`config.mk`:
```
export PLATFORM = sky130hd
export DESIGN_NAME = mem_cmd_port
export DESIGN_NICKNAME = d
export VERILOG_FILES = /design/src/rtl/mcp_pkg.sv /design/src/rtl/mcp_cmd_fifo.sv /design/src/rtl/mcp_tag_tracker.sv /design/src/rtl/mem_cmd_port.sv
export SDC_FILE = /design/constraint.sdc
export NUM_CORES = 1
export LEC_CHECK = 0
export ABC_AREA = 1
export BUFFER_PORTS_ARGS = -buffer_cell sky130_fd_sc_hd__buf_2
export CELL_PAD_IN_SITES_DETAIL_PLACEMENT = 0
export CELL_PAD_IN_SITES_GLOBAL_PLACEMENT = 1
export CORE_MARGIN = 2
export CORE_UTILIZATION = 46
export DETAILED_ROUTE_END_ITERATION = 10
export PLACE_DENSITY = 0.79
export SETUP_SLACK_MARGIN = 0.02
export SYNTH_ARGS = -nofsm -noshare
export SYNTH_HDL_FRONTEND = slang
export SYNTH_HIERARCHICAL = 1
export SYNTH_SLANG_ARGS = --single-unit
```
`constraint.sdc`:
```
create_clock -name clk -period 3.1 [get_ports clk]
set_clock_uncertainty 0.2 [all_clocks]
set_input_delay 0.465 -clock clk [delete_from_list [all_inputs] [get_ports clk]]
set_output_delay 0.465 -clock clk [all_outputs]
set_load 0.01 [all_outputs]
```
`src/rtl/mcp_pkg.sv`:
```
package mcp_pkg;
  // Width of a counter that must reach n inclusive
  function automatic int cnt_w(input int n);
    return $clog2(n + 1);
  endfunction
  // Width of an index into n slots (at least one bit)
  function automatic int idx_w(input int n);
    return (n > 1) ? $clog2(n) : 1;
  endfunction
endpackage

```
`src/rtl/mcp_cmd_fifo.sv`:
```
module mcp_cmd_fifo #(
  parameter int W     = 8,
  parameter int DEPTH = 4,
  localparam int PTR_W = mcp_pkg::idx_w(DEPTH),
  localparam int CNT_W = mcp_pkg::cnt_w(DEPTH)
) (
  input  logic             clk,
  input  logic             rst_n,
  input  logic             push,
  input  logic [W-1:0]     din,
  input  logic             pop,
  output logic [W-1:0]     dout,
  output logic [CNT_W-1:0] count,
  output logic             full,
  output logic             empty,
  output logic             almost_empty
);
  logic [W-1:0]     mem [DEPTH];
  logic [PTR_W-1:0] wptr_q, wptr_n, rptr_q, rptr_n;
  logic [CNT_W-1:0] cnt_q, cnt_n;
  logic             push_ok, pop_ok;

  assign full         = (cnt_q == CNT_W'(DEPTH));
  assign empty        = (cnt_q == '0);
  assign almost_empty = (cnt_q == CNT_W'(1));
  assign count        = cnt_q;
  assign dout         = mem[rptr_q];
  assign push_ok      = push && !full;
  assign pop_ok       = pop && !empty;

  always_comb begin
    wptr_n = wptr_q;
    rptr_n = rptr_q;
    cnt_n  = cnt_q;
    if (push_ok) wptr_n = (wptr_q == PTR_W'(DEPTH - 1)) ? '0 : wptr_q + 1'b1;
    if (pop_ok)  rptr_n = (rptr_q == PTR_W'(DEPTH - 1)) ? '0 : rptr_q + 1'b1;
    if (push_ok && !pop_ok) cnt_n = cnt_q + 1'b1;
    if (pop_ok && !push_ok) cnt_n = cnt_q - 1'b1;
  end

  always_ff @(posedge clk or negedge rst_n) begin
    if (!rst_n) begin
      wptr_q <= '0;
      rptr_q <= '0;
      cnt_q  <= '0;
    end else begin
      wptr_q <= wptr_n;
      rptr_q <= rptr_n;
      cnt_q  <= cnt_n;
    end
  end

  always_ff @(posedge clk) begin
    if (push_ok) mem[wptr_q] <= din;
  end

  // an accepted push without a pop raises the count by one
  a_r4_count_up: assert property (@(posedge clk) disable iff (!rst_n)
    (push && !full && !(pop && !empty)) |=> (count == $past(count) + 1'b1));
  // taking the second-last entry leaves the almost-empty flag set
  a_r4_almost_empty_on_last: assert property (@(posedge clk) disable iff (!rst_n)
    (count == CNT_W'(2) && pop && !push) |=> almost_empty);
  // a push into a full queue leaves the count unchanged unless a pop happens
  a_r5_full_drop: assert property (@(posedge clk) disable iff (!rst_n)
    (full && push && !pop) |=> (count == CNT_W'(DEPTH)));
endmodule

```
`src/rtl/mcp_tag_tracker.sv`:
```
module mcp_tag_tracker #(
  parameter int TAG_W = 4,
  parameter int DEPTH = 4
) (
  input  logic             clk,
  input  logic             rst_n,
  input  logic             insert,
  input  logic [TAG_W-1:0] ins_tag,
  input  logic             release_v,
  input  logic [TAG_W-1:0] rel_tag,
  output logic             hit,
  output logic             full
);
  localparam int IDX_W = mcp_pkg::idx_w(DEPTH);
  localparam int CNT_W = mcp_pkg::cnt_w(DEPTH);

  logic [DEPTH-1:0] vld_q, vld_n;
  logic [TAG_W-1:0] tag_q [DEPTH];
  logic [TAG_W-1:0] tag_n [DEPTH];
  logic [CNT_W-1:0] cnt_q, cnt_n;
  logic [IDX_W-1:0] hit_idx, free_idx;
  logic             free_found;

  assign full = (cnt_q == CNT_W'(DEPTH));

  // lowest free slot and lowest live slot holding the returned tag
  always_comb begin
    hit        = 1'b0;
    hit_idx    = '0;
    free_found = 1'b0;
    free_idx   = '0;
    for (int i = 0; i < DEPTH; i++) begin
      if (!hit && vld_q[i] && tag_q[i] == rel_tag) begin
        hit     = 1'b1;
        hit_idx = IDX_W'(i);
      end
      if (!free_found && !vld_q[i]) begin
        free_found = 1'b1;
        free_idx   = IDX_W'(i);
      end
    end
  end

  always_comb begin
    vld_n = vld_q;
    tag_n = tag_q;
    cnt_n = cnt_q;
    if (release_v && hit) begin
      vld_n[hit_idx] = 1'b0;
      cnt_n          = cnt_n - 1'b1;
    end
    if (insert && !full) begin
      vld_n[free_idx] = 1'b1;
      tag_n[free_idx] = ins_tag;
      cnt_n           = cnt_n + 1'b1;
    end
  end

  always_ff @(posedge clk or negedge rst_n) begin
    if (!rst_n) begin
      vld_q <= '0;
      cnt_q <= '0;
    end else begin
      vld_q <= vld_n;
      cnt_q <= cnt_n;
    end
  end

  always_ff @(posedge clk) begin
    tag_q <= tag_n;
  end

  // the owner never inserts into a full table
  a_r6_no_overflow: assert property (@(posedge clk) disable iff (!rst_n)
    insert |-> !full);
  // occupancy count agrees with the live slot flags
  a_r6_count_matches_slots: assert property (@(posedge clk) disable iff (!rst_n)
    $countones(vld_q) == int'(cnt_q));
endmodule

```
`src/rtl/mem_cmd_port.sv`:
```
module mem_cmd_port #(
  parameter int ADDR_W      = 8,
  parameter int DATA_W      = 16,
  parameter int WTAG_W      = 4,   // at least 4
  parameter int RTAG_W      = 8,   // at least 8
  parameter int FIFO_DEPTH  = 4,   // power of two
  parameter int MAX_WR_PEND = 4,
  parameter int MAX_RD_PEND = 4,
  localparam int CNT_W = mcp_pkg::cnt_w(FIFO_DEPTH)
) (
  input  logic              clk,
  input  logic              rst_n,
  input  logic              wr_cmd_valid,
  output logic              wr_cmd_ready,
  input  logic [ADDR_W-1:0] wr_cmd_addr,
  input  logic [DATA_W-1:0] wr_cmd_data,
  input  logic [WTAG_W-1:0] wr_cmd_tag,
  input  logic              rd_cmd_valid,
  output logic              rd_cmd_ready,
  input  logic [ADDR_W-1:0] rd_cmd_addr,
  input  logic [RTAG_W-1:0] rd_cmd_tag,
  output logic              wr_done_valid,
  output logic [WTAG_W-1:0] wr_done_tag,
  output logic              rd_resp_valid,
  output logic [DATA_W-1:0] rd_resp_data,
  output logic [RTAG_W-1:0] rd_resp_tag,
  output logic              ret_error,
  output logic              mc_wr_req,
  input  logic              mc_wr_ack,
  output logic [ADDR_W-1:0] mc_wr_addr,
  output logic [DATA_W-1:0] mc_wr_data,
  output logic [WTAG_W-1:0] mc_wr_tag,
  output logic [CNT_W-1:0]  mc_wr_count,
  output logic              mc_wr_almost_empty,
  output logic              mc_rd_req,
  input  logic              mc_rd_ack,
  output logic [ADDR_W-1:0] mc_rd_addr,
  output logic [RTAG_W-1:0] mc_rd_tag,
  output logic [CNT_W-1:0]  mc_rd_count,
  output logic              mc_rd_almost_empty,
  input  logic              mc_wr_done_valid,
  input  logic [WTAG_W-1:0] mc_wr_done_tag,
  input  logic              mc_rd_data_valid,
  input  logic [DATA_W-1:0] mc_rd_data,
  input  logic [RTAG_W-1:0] mc_rd_data_tag
);
  localparam int WQ_W = ADDR_W + DATA_W + WTAG_W;
  localparam int RQ_W = ADDR_W + RTAG_W;

  logic            wq_full, wq_empty, rq_full, rq_empty;
  logic            wr_push, wr_pop, rd_push, rd_pop;
  logic            wt_hit, wt_full, rt_hit, rt_full;
  logic [WQ_W-1:0] wq_head;
  logic [RQ_W-1:0] rq_head;

  // response registers: next-state and state
  logic              wdv_n, wdv_q, rrv_n, rrv_q, err_n, err_q;
  logic [WTAG_W-1:0] wdt_n, wdt_q;
  logic [DATA_W-1:0] rrd_n, rrd_q;
  logic [RTAG_W-1:0] rrt_n, rrt_q;

  assign wr_cmd_ready = !wq_full;
  assign rd_cmd_ready = !rq_full && !rt_full;
  assign wr_push      = wr_cmd_valid && wr_cmd_ready;
  assign rd_push      = rd_cmd_valid && rd_cmd_ready;
  assign mc_wr_req    = !wq_empty && !wt_full;
  assign mc_rd_req    = !rq_empty && !rt_full;
  assign wr_pop       = mc_wr_ack && mc_wr_req;
  assign rd_pop       = mc_rd_ack && mc_rd_req;

  assign {mc_wr_addr, mc_wr_data, mc_wr_tag} = wq_head;
  assign {mc_rd_addr, mc_rd_tag}             = rq_head;

  mcp_cmd_fifo #(.W(WQ_W), .DEPTH(FIFO_DEPTH)) u_wq (
    .clk(clk), .rst_n(rst_n), .push(wr_push),
    .din({wr_cmd_addr, wr_cmd_data, wr_cmd_tag}), .pop(wr_pop),
    .dout(wq_head), .count(mc_wr_count), .full(wq_full), .empty(wq_empty),
    .almost_empty(mc_wr_almost_empty));

  mcp_cmd_fifo #(.W(RQ_W), .DEPTH(FIFO_DEPTH)) u_rq (
    .clk(clk), .rst_n(rst_n), .push(rd_push),
    .din({rd_cmd_addr, rd_cmd_tag}), .pop(rd_pop),
    .dout(rq_head), .count(mc_rd_count), .full(rq_full), .empty(rq_empty),
    .almost_empty(mc_rd_almost_empty));

  mcp_tag_tracker #(.TAG_W(WTAG_W), .DEPTH(MAX_WR_PEND)) u_wtrk (
    .clk(clk), .rst_n(rst_n), .insert(wr_pop), .ins_tag(mc_wr_tag),
    .release_v(mc_wr_done_valid), .rel_tag(mc_wr_done_tag),
    .hit(wt_hit), .full(wt_full));

  mcp_tag_tracker #(.TAG_W(RTAG_W), .DEPTH(MAX_RD_PEND)) u_rtrk (
    .clk(clk), .rst_n(rst_n), .insert(rd_pop), .ins_tag(mc_rd_tag),
    .release_v(mc_rd_data_valid), .rel_tag(mc_rd_data_tag),
    .hit(rt_hit), .full(rt_full));

  always_comb begin
    wdv_n = mc_wr_done_valid && wt_hit;
    wdt_n = wdt_q;
    if (wdv_n) wdt_n = mc_wr_done_tag;
    rrv_n = mc_rd_data_valid && rt_hit;
    rrd_n = rrd_q;
    rrt_n = rrt_q;
    if (rrv_n) begin
      rrd_n = mc_rd_data;
      rrt_n = mc_rd_data_tag;
    end
    err_n = err_q || (mc_wr_done_valid && !wt_hit) || (mc_rd_data_valid && !rt_hit);
  end

  always_ff @(posedge clk or negedge rst_n) begin
    if (!rst_n) begin
      wdv_q <= 1'b0;
      wdt_q <= '0;
      rrv_q <= 1'b0;
      rrd_q <= '0;
      rrt_q <= '0;
      err_q <= 1'b0;
    end else begin
      wdv_q <= wdv_n;
      wdt_q <= wdt_n;
      rrv_q <= rrv_n;
      rrd_q <= rrd_n;
      rrt_q <= rrt_n;
      err_q <= err_n;
    end
  end

  assign wr_done_valid = wdv_q;
  assign wr_done_tag   = wdt_q;
  assign rd_resp_valid = rrv_q;
  assign rd_resp_data  = rrd_q;
  assign rd_resp_tag   = rrt_q;
  assign ret_error     = err_q;

  // no write request with an empty write queue
  a_r2_req_needs_queue: assert property (@(posedge clk) disable iff (!rst_n)
    (mc_wr_count == '0) |-> !mc_wr_req);
  // a write completion output always follows a controller strobe
  a_r7_done_follows_strobe: assert property (@(posedge clk) disable iff (!rst_n)
    wr_done_valid |-> $past(mc_wr_done_valid));
  // a read response always follows a data-valid strobe with the same data
  a_r8_resp_follows_strobe: assert property (@(posedge clk) disable iff (!rst_n)
    rd_resp_valid |-> ($past(mc_rd_data_valid) && rd_resp_data == $past(mc_rd_data)));
  // the error flag never clears outside reset
  a_r9_error_sticky: assert property (@(posedge clk) disable iff (!rst_n)
    ret_error |=> ret_error);
  // no read request while the outstanding-read table is full
  a_r6_read_limit: assert property (@(posedge clk) disable iff (!rst_n)
    !rd_cmd_ready && !rq_full |-> !mc_rd_req);
endmodule

```
Yosys cells after proc, flatten, opt, wreduce, memory -nomap -nowiden
Memories as Yosys holds them, arrays and structs flattened.
Index checks and enable logic that the tools add are counted.
{"block": "op_classes", "n_reduce_logical": 81, "n_mux": 60, "n_bitwise": 8, "add_sub_neg": 12, "magnitude_cmp": 12, "n_eq_ne": 18}
{"operator": "$logic_and 1x1->1", "count": 47}
{"operator": "$bwmux 32", "count": 1}
{"operator": "$eq 8x8->1", "count": 4}
{"operator": "$logic_not 1->1", "count": 28}
{"operator": "$mux 1", "count": 26}
{"operator": "$mux 2", "count": 12}
{"operator": "$mux 3", "count": 8}
{"operator": "$mux 4", "count": 5}
{"operator": "$bwmux 16", "count": 1}
{"operator": "$demux 8 s2", "count": 1}
{"operator": "$eq 4x4->1", "count": 4}
{"operator": "$add 3x1->3 const B", "count": 4}
{"operator": "$eq 3x3->1 const B", "count": 4}
{"operator": "$lt 2x3->1 const B", "count": 4}
{"operator": "$sub 3x1->3 const B", "count": 4}
{"operator": "$add 2x1->2 const B", "count": 4}
{"operator": "$and 4x4->4", "count": 2}
{"operator": "$demux 1 s2", "count": 4}
{"operator": "$demux 4 s2", "count": 1}
{"operator": "$eq 2x2->1 const B", "count": 4}
{"operator": "$ge 2x1->1 const B", "count": 4}
{"operator": "$mux 8", "count": 1}
{"operator": "$not 4->4", "count": 2}
{"operator": "$or 4x4->4", "count": 2}
{"operator": "7 further kinds", "count": 14}
{"block": "word_totals", "in_bits": 80, "ramBits": 176, "elab_cells": 217, "regBits": 107, "n_memories": 2, "output_inout_bits": 87}
{"name": "u_wq.mem", "depth": 4, "width": 28, "read_ports": 1, "rd_clocked_by_memory_dff": 0, "wr": 1, "line": "mcp_cmd_fifo.sv:18", "rtl": "logic [W-1:0] mem [DEPTH];"}
{"name": "u_rq.mem", "depth": 4, "width": 16, "read_ports": 1, "rd_clocked_by_memory_dff": 0, "wr": 1, "line": "mcp_cmd_fifo.sv:18"}

Depth between registers and ports, before layout
{"block": "depth", "ltp_word": 24, "ltp_mapped": 18, "depth_no_buf": 18}

Hierarchy
Netlist, hierarchy kept.
{"module": "mcp_cmd_fifo at u_wq", "instances": 1, "area_each_um2": 4800.9, "seq_area_each_um2": 3538.4, "cells_per_inst": 368}
{"module": "mcp_cmd_fifo at u_rq", "instances": 1, "area_each_um2": 2959.1, "seq_area_each_um2": 2097.0, "cells_per_inst": 239}
{"module": "mcp_tag_tracker at u_rtrk", "instances": 1, "area_each_um2": 2003.2, "seq_area_each_um2": 1136.1, "cells_per_inst": 231}
{"module": "mem_cmd_port", "instances": 1, "area_each_um2": 1327.5, "seq_area_each_um2": 775.7, "cells_per_inst": 142}
{"module": "mcp_tag_tracker at u_wtrk", "instances": 1, "area_each_um2": 1310.0, "seq_area_each_um2": 655.6, "cells_per_inst": 151}

Least setup slack after synthesis
No wires, ideal clock.
{"block": "synth_timing", "path_type": "register to register", "startpoint": "reg u_wq.cnt_q[0] (netlist: u_wq/count[0])", "endpoint": "mem u_wq/mem[0][0] (netlist name), enable pin", "path_buffers": 0, "required_time_ps": 2487, "synth_period_minus_slack_ps": 2919, "path_slack_ps": 181, "t_arrival_ps": 2306, "path_stages_with_launch": 8, "setup_time_ps": 413, "path_cell_list": "dfrtp_1 inv_1 ha_1 nand2_1 inv_1 nor2_1 nand2_2 nor2_1"}
{"block": "synth_between", "elab_chain_len": 6}
{"element": "start: declaration", "line": "mcp_cmd_fifo.sv:20", "rtl": "logic [CNT_W-1:0] cnt_q, cnt_n;"}
{"element": "start signal: assignment", "line": "mcp_cmd_fifo.sv:49", "rtl": "cnt_q <= cnt_n;"}
{"element": "$eq 3x3->1", "line": "mcp_cmd_fifo.sv:23", "rtl": "assign full = (cnt_q == CNT_W'(DEPTH));"}
{"element": "net wq_full", "line": "mem_cmd_port.sv:50", "rtl": "logic wq_full, wq_empty, rq_full, rq_empty;"}
{"element": "$logic_not 1->1", "line": "mem_cmd_port.sv:62", "rtl": "assign wr_cmd_ready = !wq_full;"}
{"element": "$logic_and 1x1->1", "line": "mem_cmd_port.sv:64", "rtl": "assign wr_push = wr_cmd_valid && wr_cmd_ready;"}
{"element": "net wr_push", "line": "mem_cmd_port.sv:51", "rtl": "logic wr_push, wr_pop, rd_push, rd_pop;"}
{"element": "$logic_and 1x1->1", "line": "mcp_cmd_fifo.sv:28", "rtl": "assign push_ok = push && !full;"}
{"element": "$mux 1", "line": "mcp_cmd_fifo.sv:54", "rtl": "if (push_ok) mem[wptr_q] <= din;"}
{"element": "$mux 1 (not written as such)", "line": "mcp_cmd_fifo.sv:54"}
{"element": "end: declaration", "line": "mcp_cmd_fifo.sv:18"}
The timed path passes the listed nets, and every way through them passes these cells.

Worst setup path after layout
{"block": "layout_timing", "startpoint": "reg u_rq.rptr_q[1]", "endpoint": "out mc_rd_tag[3]"}
{"block": "layout_between", "elab_chain_len": 1}
{"element": "start: declaration", "line": "mcp_cmd_fifo.sv:19", "rtl": "logic [PTR_W-1:0] wptr_q, wptr_n, rptr_q, rptr_n;"}
{"element": "start signal: assignment", "line": "mcp_cmd_fifo.sv:48", "rtl": "rptr_q <= rptr_n;"}
{"element": "$mem_v2 4x16"}
{"element": "end: declaration", "line": "mem_cmd_port.sv:38", "rtl": "output logic [RTAG_W-1:0] mc_rd_tag,"}
No other way between the ends.

==> metrics.md <==
| Metric | Value |
|---|---|
| Antenna Diode Count | 0 |
| Fraction of power consumed by combinational cells | 34.0% |
| Share of flip-flops with an asynchronous set or reset | a little over a fifth |
| Count of final max-slew check failures | 0 |
| Mapped Area | ~12000 µm² |
| Pin count of the biggest net entering global routing | 60 |
| Finish-stage setup viols | 0 |
| Post-CTS setup buffer count | 0 |
| Half-perimeter wire length after placement | 16100 µm |
| Met2 Usage GRT | between 20% and 30% |
| Required time of the critical path | approximately 2.4 ns |
| Crit share post-route | 92.9% |
| Setup CP Type | register to primary output |
| Endpoint arrival time on the critical path | 2.21 ns |
| Max Buffers Root-to-Sink | 3 |
| Via count of the first global-routing pass | 8077 |
| NumNets Final | roughly 1500 |
| Number of H-tree branching levels | 1 |
| Iter 0 DRT Violations | about 460 |
| Leakage Power | roughly 0.0065 µW |
| Clock sink total | 283 |
| Part of the total power dissipated in the clock network | roughly a quarter |
| PnR worst setup slack | 0.220 ns |
| Fraction of power spent switching nets | 34.9% |
| Via Count | around 8400 |
| Power share of the sequential group | between 40% and 50% |
| Total wire length | 24800 µm |
| Number of flip-flops and latches in the synthesized netlist | between 200 and 300 |
| Number of optimization iterations in the first detailed-route pass | 4 |
| Final min period | between 2 and 3 ns |
| Clock root buffer | clkbuf_16 |
| Average cell area after synthesis | 11.0 µm² |
| Met3 global-route usage | around 2.8% |
| Placeable core region | between 20000 and 30000 µm² |
| Proportion of netlist area held by the largest area contributor | a little over half |
| Relative max-transition margin | 49.7% |
| RSZ-0062 raised after global routing | false |
| Category of the worst setup path capture point | primary output |
| Global-route wire length before repair | ~40000 µm |
| X dimension of the die | 168 µm |
| Dominant cell type by area after synthesis | edfxtp_1 |
| Result of the run | finished, final reports clean |
| Highest net fanout along the worst path | 16 |
| Total power per unit cell area | 928 nW/µm² |
| Clock-pin transition on the worst setup and hold timing paths | approximately 0.06 ns |
| Met1 Usage GRT | between 20 and 25% |
| Layer with the highest usage after global routing | met2 |
| Highest achievable clock rate | between 0.3 and 0.4 GHz |
| Worst hold margin | 0.0275 ns |
| DIE HEIGHT | approximately 170 µm |
| Total die area | between 20000 and 30000 µm² |
| Count of cell types in the netlist | 36 |
| Startpoint Class | register |
| GR Util All Layers | between 15 and 20% |
| Number of flops mapped to enable cells by yosys | ~220 |
| Clock latency on the worst-skew pair | ~0.55 ns |
| Worst vdd rail ir drop | roughly 0.53 mV |
| Number of buffers inserted by port buffering | between 150 and 200 |
| Post-Place Worst Slack | roughly 0.43 ns |
| Worst-margin pin slew | 0.752 ns |
| IO Count | roughly 170 |
| Most used DFF post-synth | edfxtp_1 |
| CTS tree | built |
| Vias per std cell | approximately 4.8 |
| Overflow after GRT | 0 |
| Starting utilization of the core area | between 40% and 50% |
| Number of violations of the max-capacitance limit | 0 |
| Synthesized netlist cell count | approximately 1100 |
| Number of antenna violations at the first check in global routing | 1 |
| Cell Rows | 60 |
| Most area-consuming cells after synthesis | edfxtp_1 54%, dfrtp_1 12%, nand2_1 6.2% |
| Hold Vio Cnt, Final | 0 |
| Count of nets left with antenna violations after detail routing | 0 |
| Total negative slack for setup checks | 0 ns |
| Remaining design rule violation count | 0 |
| Total clock buffers created by CTS | 30 |
| Net Count, Synth | 1237 |
| Routed wire per std cell | 14.3 µm |
| Internal power | just over 9000 µW |
| Worst min-delay path category | input port to register |
| Sw power | roughly 5000 µW |
| Fraction of layout cells with a size suffix above 1 | approximately 21% |
| Final weighted congestion of routability-driven global placement | 0.813 |
| Warnings from Yosys | 6 |
| Area added between synthesis and finish | 22.2% |
| Register area share after synthesis | between 60% and 70% |
-- power groups by stage --
stage / clock, µW / combinational, µW / sequential [µW]
2_1_floorplan: 0 / 3240 / 5700
3_3_place_gp: 0 / 4720 / 5670
3_5_place_dp: 0 / 4780 / 5690
4_1_cts: 3740 / 4870 / 5620
5_1_grt: 3900 / 5470 / 5710
6_report: 3650 / 4780 / 5620
-- synthesized netlist by cell type, drive strengths merged, types with 2 or more instances --
| master | instances |
|---|---|
| xor2 | 3 |
| nand3b | 3 |
| inv | 113 |
| or2 | 5 |
| buf | 38 |
| ha | 26 |
| clkbuf | 2 |
| nor3b | 4 |
| nand3 | 58 |
| o21ai | 154 |
| nor2 | 199 |
| and2 | 2 |
| xnor2 | 11 |
| edfxtp | 224 |
| a21oi | 4 |
| dfrtp | 59 |
| nand4 | 5 |
| nand2 | 218 |
-- repair_timing --
action | in CTS | in global routing
gates resized for setup | 0 | 1
setup endpoints to repair | 0 | 1
hold endpoints to repair | 254 | 0
hold buffers | 64 | 0
-- flip-flops by register name, indices dropped and copies added, names as in the netlist --
name           cells
u_wq/mem         112
u_rq/mem          64
u_rtrk/tag_q      32
rd_resp_data      16
u_wtrk/tag_q      16
rd_resp_tag        8
u_rtrk/vld_q       4
u_wtrk/vld_q       4
wr_done_tag        4
u_rq/count         3
u_rtrk/cnt_q       3
u_wq/count         3
u_wtrk/cnt_q       3
u_rq/rptr_q        2
u_rq/wptr_q        2
u_wq/rptr_q        2
u_wq/wptr_q        2
rd_resp_valid      1
ret_error          1
wr_done_valid      1
-- cells in the final DEF (no fill, tap or decap), types with 3 or more instances in the layout --
cell,netlist,final
nand2_4,4,4
clkbuf_16,0,31
bufinv_16,0,5
nand3_1,54,54
nand2_2,8,8
o21ai_2,3,3
o21ai_1,98,98
nand2_1,204,204
edfxtp_1,224,224
nand4_1,5,5
buf_4,7,22
dlygate4sd3_1,0,64
buf_2,8,166
or2_0,3,3
inv_4,3,3
nand3b_1,3,3
o21ai_0,53,53
dfrtp_1,59,58
nor2_1,189,185
xnor2_1,11,11
clkinv_1,0,5
clkinvlp_4,0,6
inv_1,97,97
nand3_2,4,4
nor2_2,10,14
nor3b_1,4,4
ha_1,26,26
a21oi_1,4,4
inv_2,13,13
-- per-stage QoR --
stage	util (%)	instances	instance area, µm²	total power [µW]
2_1_floorplan	-	1131	12400	8940
3_3_place_gp	50.5	1622	13500	10400
3_5_place_dp	50.5	1622	13500	10500
4_1_cts	56.7	1738	15100	14200
5_1_grt	56.7	1738	15100	15100
6_report	56.7	1738	15100	14100
-- per-layer routing --
metal / wire length (µm) / vias to the layer above
met2: 11600 / 196
met3: 1270 / 35
met4: 426 / 2
met5: 11 / -
met1: 11500 / 3856
li1: - / 4261
-- worst max-delay path, cell delays in order, from the launching register on --
cell and delay (ns):
dfrtp_1 0.40, inv_1 0.34, o21ai_0 0.16, o21ai_1 0.53, buf_2 0.24
-- path summary, 6_finish.rpt --
kind	start	to	slack (ns)	depth (start not counted)
max	u_rq/rptr_q[1]$_DFFE_PN0P_	mc_rd_tag[3]	0.22	4
min	mc_rd_data_tag[1]	rd_resp_tag[1]$_DFFE_PN0P_	0.03	3
max reg2reg	u_rq/count[0]$_DFFE_PN0P_	u_rtrk/tag_q[2]$_DFFE_PP_	0.45	7
min reg2reg	rd_resp_tag[2]$_DFFE_PN0P_	rd_resp_tag[2]$_DFFE_PN0P_	0.26	2
max in group asynchronous	rst_n	ret_error$_DFF_PN0_	2.02	3
min in group asynchronous	rst_n	u_rq/rptr_q[1]$_DFFE_PN0P_	0.25	3
-- cell families after synthesis --
family                   share of synthesized area, %
adder cells (fa/ha/maj)                          2.62
AO/OA/AOI/OAI                                    6.63
buffers and inverters                            6.53
XOR/XNOR                                         1.05
AND/OR/NAND/NOR                                  17.0
flip-flops                                       66.1
-- layout make-up --
class / instances / area (µm²)
repair buffers: 254 / 1670
clock inverters: 19 / 236
fillers: 2238 / 11600
clock buffers: 33 / 783
well taps: 341 / 427
flip-flops and latches: 283 / 8200
multi-input cells: 695 / 3400
inverters: 113 / 432
No activity file was read; power rests on OpenSTA's default activity.
